`src/rtl/i2cr_pkg.sv`:
```
package i2cr_pkg;
  localparam int BYTE_W = 8;
  localparam int REG_W  = 2 * BYTE_W;
  localparam int PTR_W  = BYTE_W + 1;

  typedef enum logic [3:0] {
    LK_IDLE, LK_ADDR, LK_AACK, LK_WDAT, LK_WACK,
    LK_RDAT, LK_RACK, LK_RNXT, LK_SKIP
  } link_st_t;

  // Is the word at even byte address a writable?
  function automatic logic pair_writable(input logic [BYTE_W-1:0] a,
                                         input logic [127:0] ro,
                                         input logic [BYTE_W-1:0] lim,
                                         input logic [BYTE_W-1:0] cmd);
    if (a == cmd) return 1'b1;
    if (a > lim)  return 1'b0;
    return ~ro[a[BYTE_W-1:1]];
  endfunction

  // Byte served for a pointer; beyond the map end all ones.
  function automatic logic [BYTE_W-1:0] fetch_byte(input logic [PTR_W-1:0] p,
                                                   input logic [BYTE_W-1:0] d);
    return p[PTR_W-1] ? {BYTE_W{1'b1}} : d;
  endfunction

  // Pointer advance, saturating one past the last address.
  function automatic logic [PTR_W-1:0] ptr_step(input logic [PTR_W-1:0] p);
    return p[PTR_W-1] ? p : p + 1'b1;
  endfunction
endpackage

```
`src/rtl/i2cr_bus_events.sv`:
```
module i2cr_bus_events (
  input  logic clk,
  input  logic rst_n,
  input  logic scl_i,
  input  logic sda_i,
  output logic scl_rise,
  output logic scl_fall,
  output logic start_ev,
  output logic stop_ev
);
  logic scl_q, sda_q;

  always_ff @(posedge clk or negedge rst_n) begin
    if (!rst_n) begin
      scl_q <= 1'b1;
      sda_q <= 1'b1;
    end else begin
      scl_q <= scl_i;
      sda_q <= sda_i;
    end
  end

  assign scl_rise = scl_i & ~scl_q;
  assign scl_fall = ~scl_i & scl_q;
  assign start_ev = scl_i & scl_q & sda_q & ~sda_i;
  assign stop_ev  = scl_i & scl_q & ~sda_q & sda_i;
endmodule

```
`src/rtl/i2cr_link.sv`:
```
module i2cr_link
  import i2cr_pkg::*;
#(
  parameter logic [6:0] DEV_ADDR = 7'h36
) (
  input  logic              clk,
  input  logic              rst_n,
  input  logic              scl_i,
  input  logic              sda_i,
  input  logic              scl_rise,
  input  logic              scl_fall,
  input  logic              start_ev,
  input  logic              stop_ev,
  input  logic              abort,
  input  logic [BYTE_W-1:0] rd_byte,
  output logic              sda_oe,
  output logic              wbyte_ev,
  output logic              wfirst,
  output logic [BYTE_W-1:0] wbyte,
  output logic              rbyte_ev
);
  link_st_t          st;
  logic [2:0]        cnt;
  logic [BYTE_W-1:0] sh;
  logic              rw, ph, first;
  logic [BYTE_W-1:0] byte_in;

  assign byte_in = {sh[BYTE_W-2:0], sda_i};

  always_ff @(posedge clk or negedge rst_n) begin
    if (!rst_n) begin
      st <= LK_IDLE; cnt <= '0; sh <= '0; rw <= 1'b0; ph <= 1'b0;
      first <= 1'b0; sda_oe <= 1'b0;
      wbyte_ev <= 1'b0; wfirst <= 1'b0; wbyte <= '0; rbyte_ev <= 1'b0;
    end else begin
      wbyte_ev <= 1'b0;
      rbyte_ev <= 1'b0;
      if (abort) begin
        st <= LK_IDLE; sda_oe <= 1'b0; ph <= 1'b0;
      end else if (start_ev) begin
        st <= LK_ADDR; cnt <= '0; sda_oe <= 1'b0; ph <= 1'b0;
      end else if (stop_ev) begin
        st <= LK_IDLE; sda_oe <= 1'b0; ph <= 1'b0;
      end else begin
        unique case (st)
          LK_ADDR: if (scl_rise) begin
            sh  <= byte_in;
            cnt <= cnt + 3'd1;
            if (cnt == 3'd7) begin
              rw <= byte_in[0];
              st <= (byte_in[BYTE_W-1:1] == DEV_ADDR) ? LK_AACK : LK_SKIP;
            end
          end
          LK_AACK: if (scl_fall) begin
            if (!ph) begin
              sda_oe <= 1'b1; ph <= 1'b1;
            end else begin
              ph <= 1'b0; cnt <= '0;
              if (rw) begin
                sh <= rd_byte; sda_oe <= ~rd_byte[BYTE_W-1]; st <= LK_RDAT;
              end else begin
                sda_oe <= 1'b0; first <= 1'b1; st <= LK_WDAT;
              end
            end
          end
          LK_WDAT: if (scl_rise) begin
            sh  <= byte_in;
            cnt <= cnt + 3'd1;
            if (cnt == 3'd7) begin
              wbyte_ev <= 1'b1; wbyte <= byte_in; wfirst <= first;
              first <= 1'b0; st <= LK_WACK;
            end
          end
          LK_WACK: if (scl_fall) begin
            if (!ph) begin
              sda_oe <= 1'b1; ph <= 1'b1;
            end else begin
              sda_oe <= 1'b0; ph <= 1'b0; cnt <= '0; st <= LK_WDAT;
            end
          end
          LK_RDAT: begin
            if (scl_rise) begin
              cnt <= cnt + 3'd1;
              if (cnt == 3'd7) begin
                rbyte_ev <= 1'b1; st <= LK_RACK; ph <= 1'b0;
              end
            end else if (scl_fall) begin
              sda_oe <= ~sh[BYTE_W-2];
              sh     <= {sh[BYTE_W-2:0], 1'b0};
            end
          end
          LK_RACK: begin
            if (scl_fall && !ph) begin
              sda_oe <= 1'b0; ph <= 1'b1;
            end else if (scl_rise && ph) begin
              ph <= 1'b0;
              st <= sda_i ? LK_SKIP : LK_RNXT;
            end
          end
          LK_RNXT: if (scl_fall) begin
            sh <= rd_byte; sda_oe <= ~rd_byte[BYTE_W-1]; cnt <= '0; st <= LK_RDAT;
          end
          default: ;
        endcase
      end
    end
  end

  // the line only moves while the bus clock is low, apart from framing and reset
  a_r8_oe_moves_scl_low: assert property (@(posedge clk) disable iff (!rst_n)
    (scl_i && $past(scl_i) && !$past(start_ev || stop_ev || abort)) |-> $stable(sda_oe));
  // a STOP always frees the data line
  a_r10_stop_releases: assert property (@(posedge clk) disable iff (!rst_n)
    stop_ev |=> !sda_oe);
  // the reset command leaves the final byte unacknowledged
  a_r9_abort_releases: assert property (@(posedge clk) disable iff (!rst_n)
    abort |=> !sda_oe);
  // a foreign address never sees the line pulled
  a_r1_skip_silent: assert property (@(posedge clk) disable iff (!rst_n)
    (st == LK_SKIP && $past(st) == LK_SKIP) |-> !sda_oe);
endmodule

```
`src/rtl/i2cr_regport.sv`:
```
module i2cr_regport
  import i2cr_pkg::*;
#(
  parameter logic [127:0]      RO_PAIRS = 128'h16,
  parameter logic [BYTE_W-1:0] WR_LIMIT = 8'h4F,
  parameter logic [BYTE_W-1:0] CMD_ADDR = 8'hFE,
  parameter logic [REG_W-1:0]  RST_CODE = 16'h5400
) (
  input  logic              clk,
  input  logic              rst_n,
  input  logic              wbyte_ev,
  input  logic              wfirst,
  input  logic [BYTE_W-1:0] wbyte,
  input  logic              rbyte_ev,
  input  logic              frame_end,
  output logic [PTR_W-1:0]  ptr,
  output logic              wr_en,
  output logic [BYTE_W-1:0] wr_addr,
  output logic [REG_W-1:0]  wr_data,
  output logic              soft_rst
);
  logic              pend;
  logic [BYTE_W-1:0] msb;
  logic [BYTE_W-1:0] pair_a;
  logic              pair_ok, is_cmd;

  assign pair_a  = {ptr[BYTE_W-1:1], 1'b0};
  assign pair_ok = pend && pair_writable(pair_a, RO_PAIRS, WR_LIMIT, CMD_ADDR);
  assign is_cmd  = (pair_a == CMD_ADDR) && ({msb, wbyte} == RST_CODE);

  always_ff @(posedge clk or negedge rst_n) begin
    if (!rst_n) begin
      ptr <= '0; pend <= 1'b0; msb <= '0;
      wr_en <= 1'b0; wr_addr <= '0; wr_data <= '0; soft_rst <= 1'b0;
    end else begin
      wr_en    <= 1'b0;
      soft_rst <= 1'b0;
      if (frame_end) pend <= 1'b0;
      if (wbyte_ev) begin
        if (wfirst) begin
          ptr  <= {1'b0, wbyte};
          pend <= 1'b0;
        end else if (!ptr[PTR_W-1]) begin
          ptr <= ptr_step(ptr);
          if (!ptr[0]) begin
            pend <= 1'b1;
            msb  <= wbyte;
          end else begin
            pend <= 1'b0;
            if (pair_ok && is_cmd) begin
              soft_rst <= 1'b1;
              ptr      <= '0;
            end else if (pair_ok) begin
              wr_en   <= 1'b1;
              wr_addr <= pair_a;
              wr_data <= {msb, wbyte};
            end
          end
        end
      end
      if (rbyte_ev) ptr <= ptr_step(ptr);
    end
  end

  // commits land on word boundaries
  a_r5_commit_even: assert property (@(posedge clk) disable iff (!rst_n)
    wr_en |-> !wr_addr[0]);
  // nothing commits outside the writable window
  a_r6_commit_in_map: assert property (@(posedge clk) disable iff (!rst_n)
    wr_en |-> (wr_addr <= WR_LIMIT || wr_addr == CMD_ADDR));
  // reset command never doubles as a commit
  a_r9_no_commit_on_reset: assert property (@(posedge clk) disable iff (!rst_n)
    soft_rst |-> !wr_en);
  // a read byte moves the pointer by one or holds it past the end
  a_r4_read_step: assert property (@(posedge clk) disable iff (!rst_n)
    rbyte_ev |=> (ptr == $past(ptr) + 1'b1 || ($past(ptr[PTR_W-1]) && ptr[PTR_W-1])));
endmodule

```
`src/rtl/i2c_reg16_slave.sv`:
```
module i2c_reg16_slave
  import i2cr_pkg::*;
#(
  parameter logic [6:0]        DEV_ADDR = 7'h36,
  parameter logic [127:0]      RO_PAIRS = 128'h16,
  parameter logic [BYTE_W-1:0] WR_LIMIT = 8'h4F,
  parameter logic [BYTE_W-1:0] CMD_ADDR = 8'hFE,
  parameter logic [REG_W-1:0]  RST_CODE = 16'h5400
) (
  input  logic              clk,
  input  logic              rst_n,
  input  logic              scl_i,
  input  logic              sda_i,
  output logic              sda_oe,
  output logic [BYTE_W-1:0] rd_addr,
  input  logic [BYTE_W-1:0] rd_data,
  output logic              wr_en,
  output logic [BYTE_W-1:0] wr_addr,
  output logic [REG_W-1:0]  wr_data,
  output logic              soft_rst
);
  logic scl_rise, scl_fall, start_ev, stop_ev;
  logic wbyte_ev, wfirst, rbyte_ev;
  logic [BYTE_W-1:0] wbyte, rd_byte;
  logic [PTR_W-1:0]  ptr;

  i2cr_bus_events u_ev (
    .clk(clk), .rst_n(rst_n), .scl_i(scl_i), .sda_i(sda_i),
    .scl_rise(scl_rise), .scl_fall(scl_fall),
    .start_ev(start_ev), .stop_ev(stop_ev)
  );

  assign rd_byte = fetch_byte(ptr, rd_data);
  assign rd_addr = ptr[BYTE_W-1:0];

  i2cr_link #(.DEV_ADDR(DEV_ADDR)) u_link (
    .clk(clk), .rst_n(rst_n), .scl_i(scl_i), .sda_i(sda_i),
    .scl_rise(scl_rise), .scl_fall(scl_fall),
    .start_ev(start_ev), .stop_ev(stop_ev), .abort(soft_rst),
    .rd_byte(rd_byte), .sda_oe(sda_oe),
    .wbyte_ev(wbyte_ev), .wfirst(wfirst), .wbyte(wbyte), .rbyte_ev(rbyte_ev)
  );

  i2cr_regport #(
    .RO_PAIRS(RO_PAIRS), .WR_LIMIT(WR_LIMIT),
    .CMD_ADDR(CMD_ADDR), .RST_CODE(RST_CODE)
  ) u_port (
    .clk(clk), .rst_n(rst_n),
    .wbyte_ev(wbyte_ev), .wfirst(wfirst), .wbyte(wbyte),
    .rbyte_ev(rbyte_ev), .frame_end(start_ev | stop_ev),
    .ptr(ptr), .wr_en(wr_en), .wr_addr(wr_addr), .wr_data(wr_data),
    .soft_rst(soft_rst)
  );
endmodule

```
`config.mk`:
```
export PLATFORM = sky130hd
export DESIGN_NAME = i2c_reg16_slave
export DESIGN_NICKNAME = d
export VERILOG_FILES = /design/src/rtl/i2cr_pkg.sv /design/src/rtl/i2cr_bus_events.sv /design/src/rtl/i2cr_link.sv /design/src/rtl/i2cr_regport.sv /design/src/rtl/i2c_reg16_slave.sv
export SDC_FILE = /design/constraint.sdc
export NUM_CORES = 1
export LEC_CHECK = 0
export BUFFER_PORTS_ARGS = -buffer_cell sky130_fd_sc_hd__buf_4
export CAP_MARGIN = 20
export CELL_PAD_IN_SITES_DETAIL_PLACEMENT = 1
export CELL_PAD_IN_SITES_GLOBAL_PLACEMENT = 2
export CORE_ASPECT_RATIO = 1.1
export CORE_MARGIN = 2
export CORE_UTILIZATION = 35
export CTS_BUF_LIST = sky130_fd_sc_hd__clkbuf_16
export DETAILED_ROUTE_END_ITERATION = 10
export PLACE_DENSITY = 0.75
export SYNTH_ARGS = -nofsm -noshare
export SYNTH_HDL_FRONTEND = slang
export SYNTH_SLANG_ARGS = --single-unit
```
`constraint.sdc`:
```
create_clock -name clk -period 2.04 [get_ports clk]
set_clock_uncertainty 0.1 [all_clocks]
set_input_delay 0.204 -clock clk [delete_from_list [all_inputs] [get_ports clk]]
set_output_delay 0.204 -clock clk [all_outputs]
set_load 0.01 [all_outputs]
```
==> results.rst <==
.. list-table::
   :header-rows: 1

   * - Metric
     - Value
   * - Via count of the first global-routing pass
     - 3672
   * - CTS H-tree lvls
     - 3
   * - Average detailed-routed wire length per instance
     - 18.8 um
   * - Hpwl dp
     - 8450 um
   * - Final net count
     - 501
   * - Syn Nets
     - 397
   * - Detailed Route WL
     - 12000 um
   * - Most common cell after layout, fill and taps aside
     - sky130_fd_sc_hd__buf_4
   * - GRT Util Overall
     - 0.196
   * - Asr flop ratio synth
     - 1.00
   * - Number of buffers created by CTS
     - 9
   * - Initial antenna violation count
     - 0
   * - Maximum number of pins on one net before global-route repair
     - 41
   * - Yosys reg bits
     - 74
   * - Arr. time, crit path
     - 2210 ps
   * - Number of pins exceeding their max-slew limit in the final report
     - 0
   * - Power density over cell area
     - 579 mW/mm2
   * - Starting Density
     - 0.360
   * - Critical Path Start Type
     - flip-flop
   * - Fraction of final layout cells with drive strength greater than 1
     - 0.490
   * - Global-route wire length before repair
     - 19600 um
   * - Synthesized instance count
     - 379
   * - Number of core rows
     - 41
   * - Maximum clock frequency
     - 477 MHz
   * - Slack of the worst reg-to-reg path
     - -60 ps
   * - CTS tree
     - done
   * - Area of the die
     - 0.0127 mm2
   * - Result of the run
     - finished, violations left
   * - # DRC
     - 0
   * - Max-Slew Margin vs Limit
     - 0.656
   * - Overall die height
     - 118 um
   * - Critical hold path startpoint
     - sda_i
   * - CP Max Fanout
     - 19
   * - Max Buffers Root-to-Sink
     - 2
   * - Leading cell types in the layout, fill and taps excluded
     - 113 x sky130_fd_sc_hd__buf_4, 70 x sky130_fd_sc_hd__dfrtp_1, 38 x sky130_fd_sc_hd__mux2_4
   * - Cells on worst reg2reg path
     - 8
   * - Hold violation total from the final report
     - 0
   * - Clock root cell
     - sky130_fd_sc_hd__clkbuf_16
   * - Via count
     - 3410
   * - Worst setup slack before clock tree synthesis
     - -137 ps
   * - Worst hold margin
     - 68.4 ps
   * - Clock latency at the later pin of the worst-skew pair
     - 330 ps
   * - Area of the core
     - 0.0115 mm2
   * - Number of instances on the worst hold path
     - 2
   * - Cell mode on critical path
     - sky130_fd_sc_hd__mux2_4
   * - Count of endpoints failing setup in the final report
     - 26
   * - Netlist area before placement
     - 0.00414 mm2
   * - Critical path type
     - flip-flop to flip-flop
   * - Grt ovf
     - 0
   * - Number of max-cap violations
     - 0
   * - Post-route cell area
     - 0.00559 mm2
   * - Clock-pin slew reported for the worst setup and hold paths after clock tree synthesis
     - 60 ps
   * - Number of buffers added on ports
     - 45
   * - I/O pins
     - 47
   * - DR pass1 iterations
     - 4
   * - Unique masters post-synth
     - 69
   * - Sinks on Clock Net
     - 74
   * - Delay of the slowest critical-path stage
     - 380 ps
   * - Post-route worst setup slack
     - -57.7 ps
   * - LEAKAGE
     - 2.58 nW
   * - Routed via count divided by cell count
     - 5.34
   * - Post-route core utilization
     - 0.487
   * - Area Overhead vs Synth
     - 35.2%
   * - Slowest stage cell, crit path
     - sky130_fd_sc_hd__dfrtp_1
   * - Diodes inserted
     - 0
   * - Post-synth EDFFs
     - 0
   * - Proportion of synthesized chip area in sequential cells
     - 0.448
   * - Measured slew at the worst slew-check pin
     - 511 ps
   * - Largest delay share family, worst path
     - multiplexers
   * - Destination of the worst register-to-register timing path
     - u_port.wr_data[7]
   * - DRC marker count from the first detailed-route iteration
     - 113
   * - Number of nets still failing antenna checks after routing
     - 0
   * - Most used flip-flop cell after synthesis
     - sky130_fd_sc_hd__dfrtp_1
   * - Setup repair after global routing missed its margin
     - yes
   * - End point of the most critical hold path
     - u_ev.sda_q
   * - Synth Warn #
     - 0
   * - Maximum vdd drop
     - 0.312 mV
   * - Kind of end point of the critical path
     - flip-flop
   * - Critical Path Source
     - u_port.ptr[2]
   * - Startpoint of the lowest-slack register-to-register path
     - u_port.ptr[2]
   * - Time the final worst path needs with I/O delays and setup
     - 2100 ps
   * - Req. time, crit path
     - 2160 ps
   * - Cell area after placement
     - 0.00499 mm2
   * - Average instance area after synthesis
     - 10.9 um2
   * - Worst path buffer plus inverter count
     - 2
   * - Min-Delay Path Class
     - primary input to flip-flop
   * - Violations in the final reports
     - setup timing
   * - Total power
     - 3.24 mW
   * - Share of the clock period used by the worst path after layout
     - 1.03
   * - Final weighted congestion in routability-driven placement
     - 0.864
   * - Cell breakdown of the critical path
     - inv_2, ha_4, mux2_4, a211oi_2, o21ai_2, nor2_4, buf_12, mux2_4
   * - Die X-Extent
     - 108 um
## synth_stat cells, types with 4 or more instances
master	number	area, um2
sky130_fd_sc_hd__dfrtp_1	72	1800
sky130_fd_sc_hd__mux2_4	25	375
sky130_fd_sc_hd__nand2_1	25	93.8
sky130_fd_sc_hd__nor2_1	22	82.6
sky130_fd_sc_hd__a21oi_1	21	105
sky130_fd_sc_hd__mux2_2	21	236
sky130_fd_sc_hd__o21ai_0	20	100
sky130_fd_sc_hd__buf_4	10	75.1
sky130_fd_sc_hd__inv_1	10	37.5
sky130_fd_sc_hd__nor2b_1	9	56.3
sky130_fd_sc_hd__nor4_1	9	56.3
sky130_fd_sc_hd__buf_2	8	40.0
sky130_fd_sc_hd__nand3_1	8	40.0
sky130_fd_sc_hd__buf_6	7	78.8
sky130_fd_sc_hd__clkbuf_1	6	22.5
sky130_fd_sc_hd__ha_1	6	75.1
sky130_fd_sc_hd__nand4b_1	5	43.8
sky130_fd_sc_hd__nor3_1	5	25.0
sky130_fd_sc_hd__o22ai_1	5	31.3
sky130_fd_sc_hd__a31oi_1	4	25.0
sky130_fd_sc_hd__mux2i_1	4	40.0
sky130_fd_sc_hd__o31ai_1	4	30.0
## power by group
part	switching (mW)	internal [mW]
sequential	0.0324	1.50
combinational	0.124	0.132
clock	0.635	0.818
total	0.792	2.45
## flip-flops by register name, indices dropped and copies added (netlist names)
name / flops
u_port.msb: 8
u_link.sh: 7
u_link.ph: 1
u_port.pend: 1
u_link.rw: 1
u_link.wfirst: 1
u_port.wr_en: 1
u_link.rbyte_ev: 1
u_port.wr_addr: 7
u_ev.scl_q: 1
u_link.wbyte_ev: 1
u_port.ptr: 9
u_link.wbyte: 8
u_link.cnt: 3
u_link.first: 1
u_ev.sda_q: 1
u_port.wr_data: 16
u_link.sda_oe: 1
u_link.st: 4
u_port.soft_rst: 1
## layout make-up
class | instances | area [um2]
timing repair buffer | 124 | 1010
multi-input combinational | 263 | 2220
inverter | 11 | 41.3
sequential | 74 | 1860
tap | 150 | 188
clock inverter | 7 | 45.0
fill | 1271 | 5900
clock buffer | 9 | 225
## how the worst max path moves through the flow
stage,end,cells after the start
after floorplan,u_port.wr_data[10],8
after global placement,u_port.wr_data[15],8
after detailed placement,u_link.st[0],7
after CTS,u_port.wr_data[14],8
after global routing,u_port.wr_data[7],8
final,u_port.wr_data[7],8
## per-layer routing
layer  GRT usage  routed length, um  vias up
met3      0.0244                274       12
met5           0                  0        -
met4      0.0665                170        0
li1            -                  -     1591
met1       0.248               5330     1758
met2       0.343               6240       49
## cells by family after synthesis
group / Yosys count / share of synthesized area
other cells: 1 / 0.000907
flops: 74 / 0.448
buf+inv: 42 / 0.0623
simple gates: 117 / 0.166
fa+ha+maj: 6 / 0.0181
compound gates: 86 / 0.139
mux: 52 / 0.163
xor+xnor: 1 / 0.00212
## stage by stage
step,cells,TNS [ps]
6_report,638,-955
5_1_grt,638,-3640
4_1_cts,632,-1480
3_5_place_dp,607,-2980
3_3_place_gp,607,-1030
2_1_floorplan,379,-2230
## repair_timing
action,CTS,global route
resized for setup,31,27
cloned,1,0
buffers inserted,7,8
pin swaps,6,11
setup endpoints to repair,48,51
hold buffers,1,0
hold endpoints to repair,34,0
No activity file was read; power rests on OpenSTA's default activity.
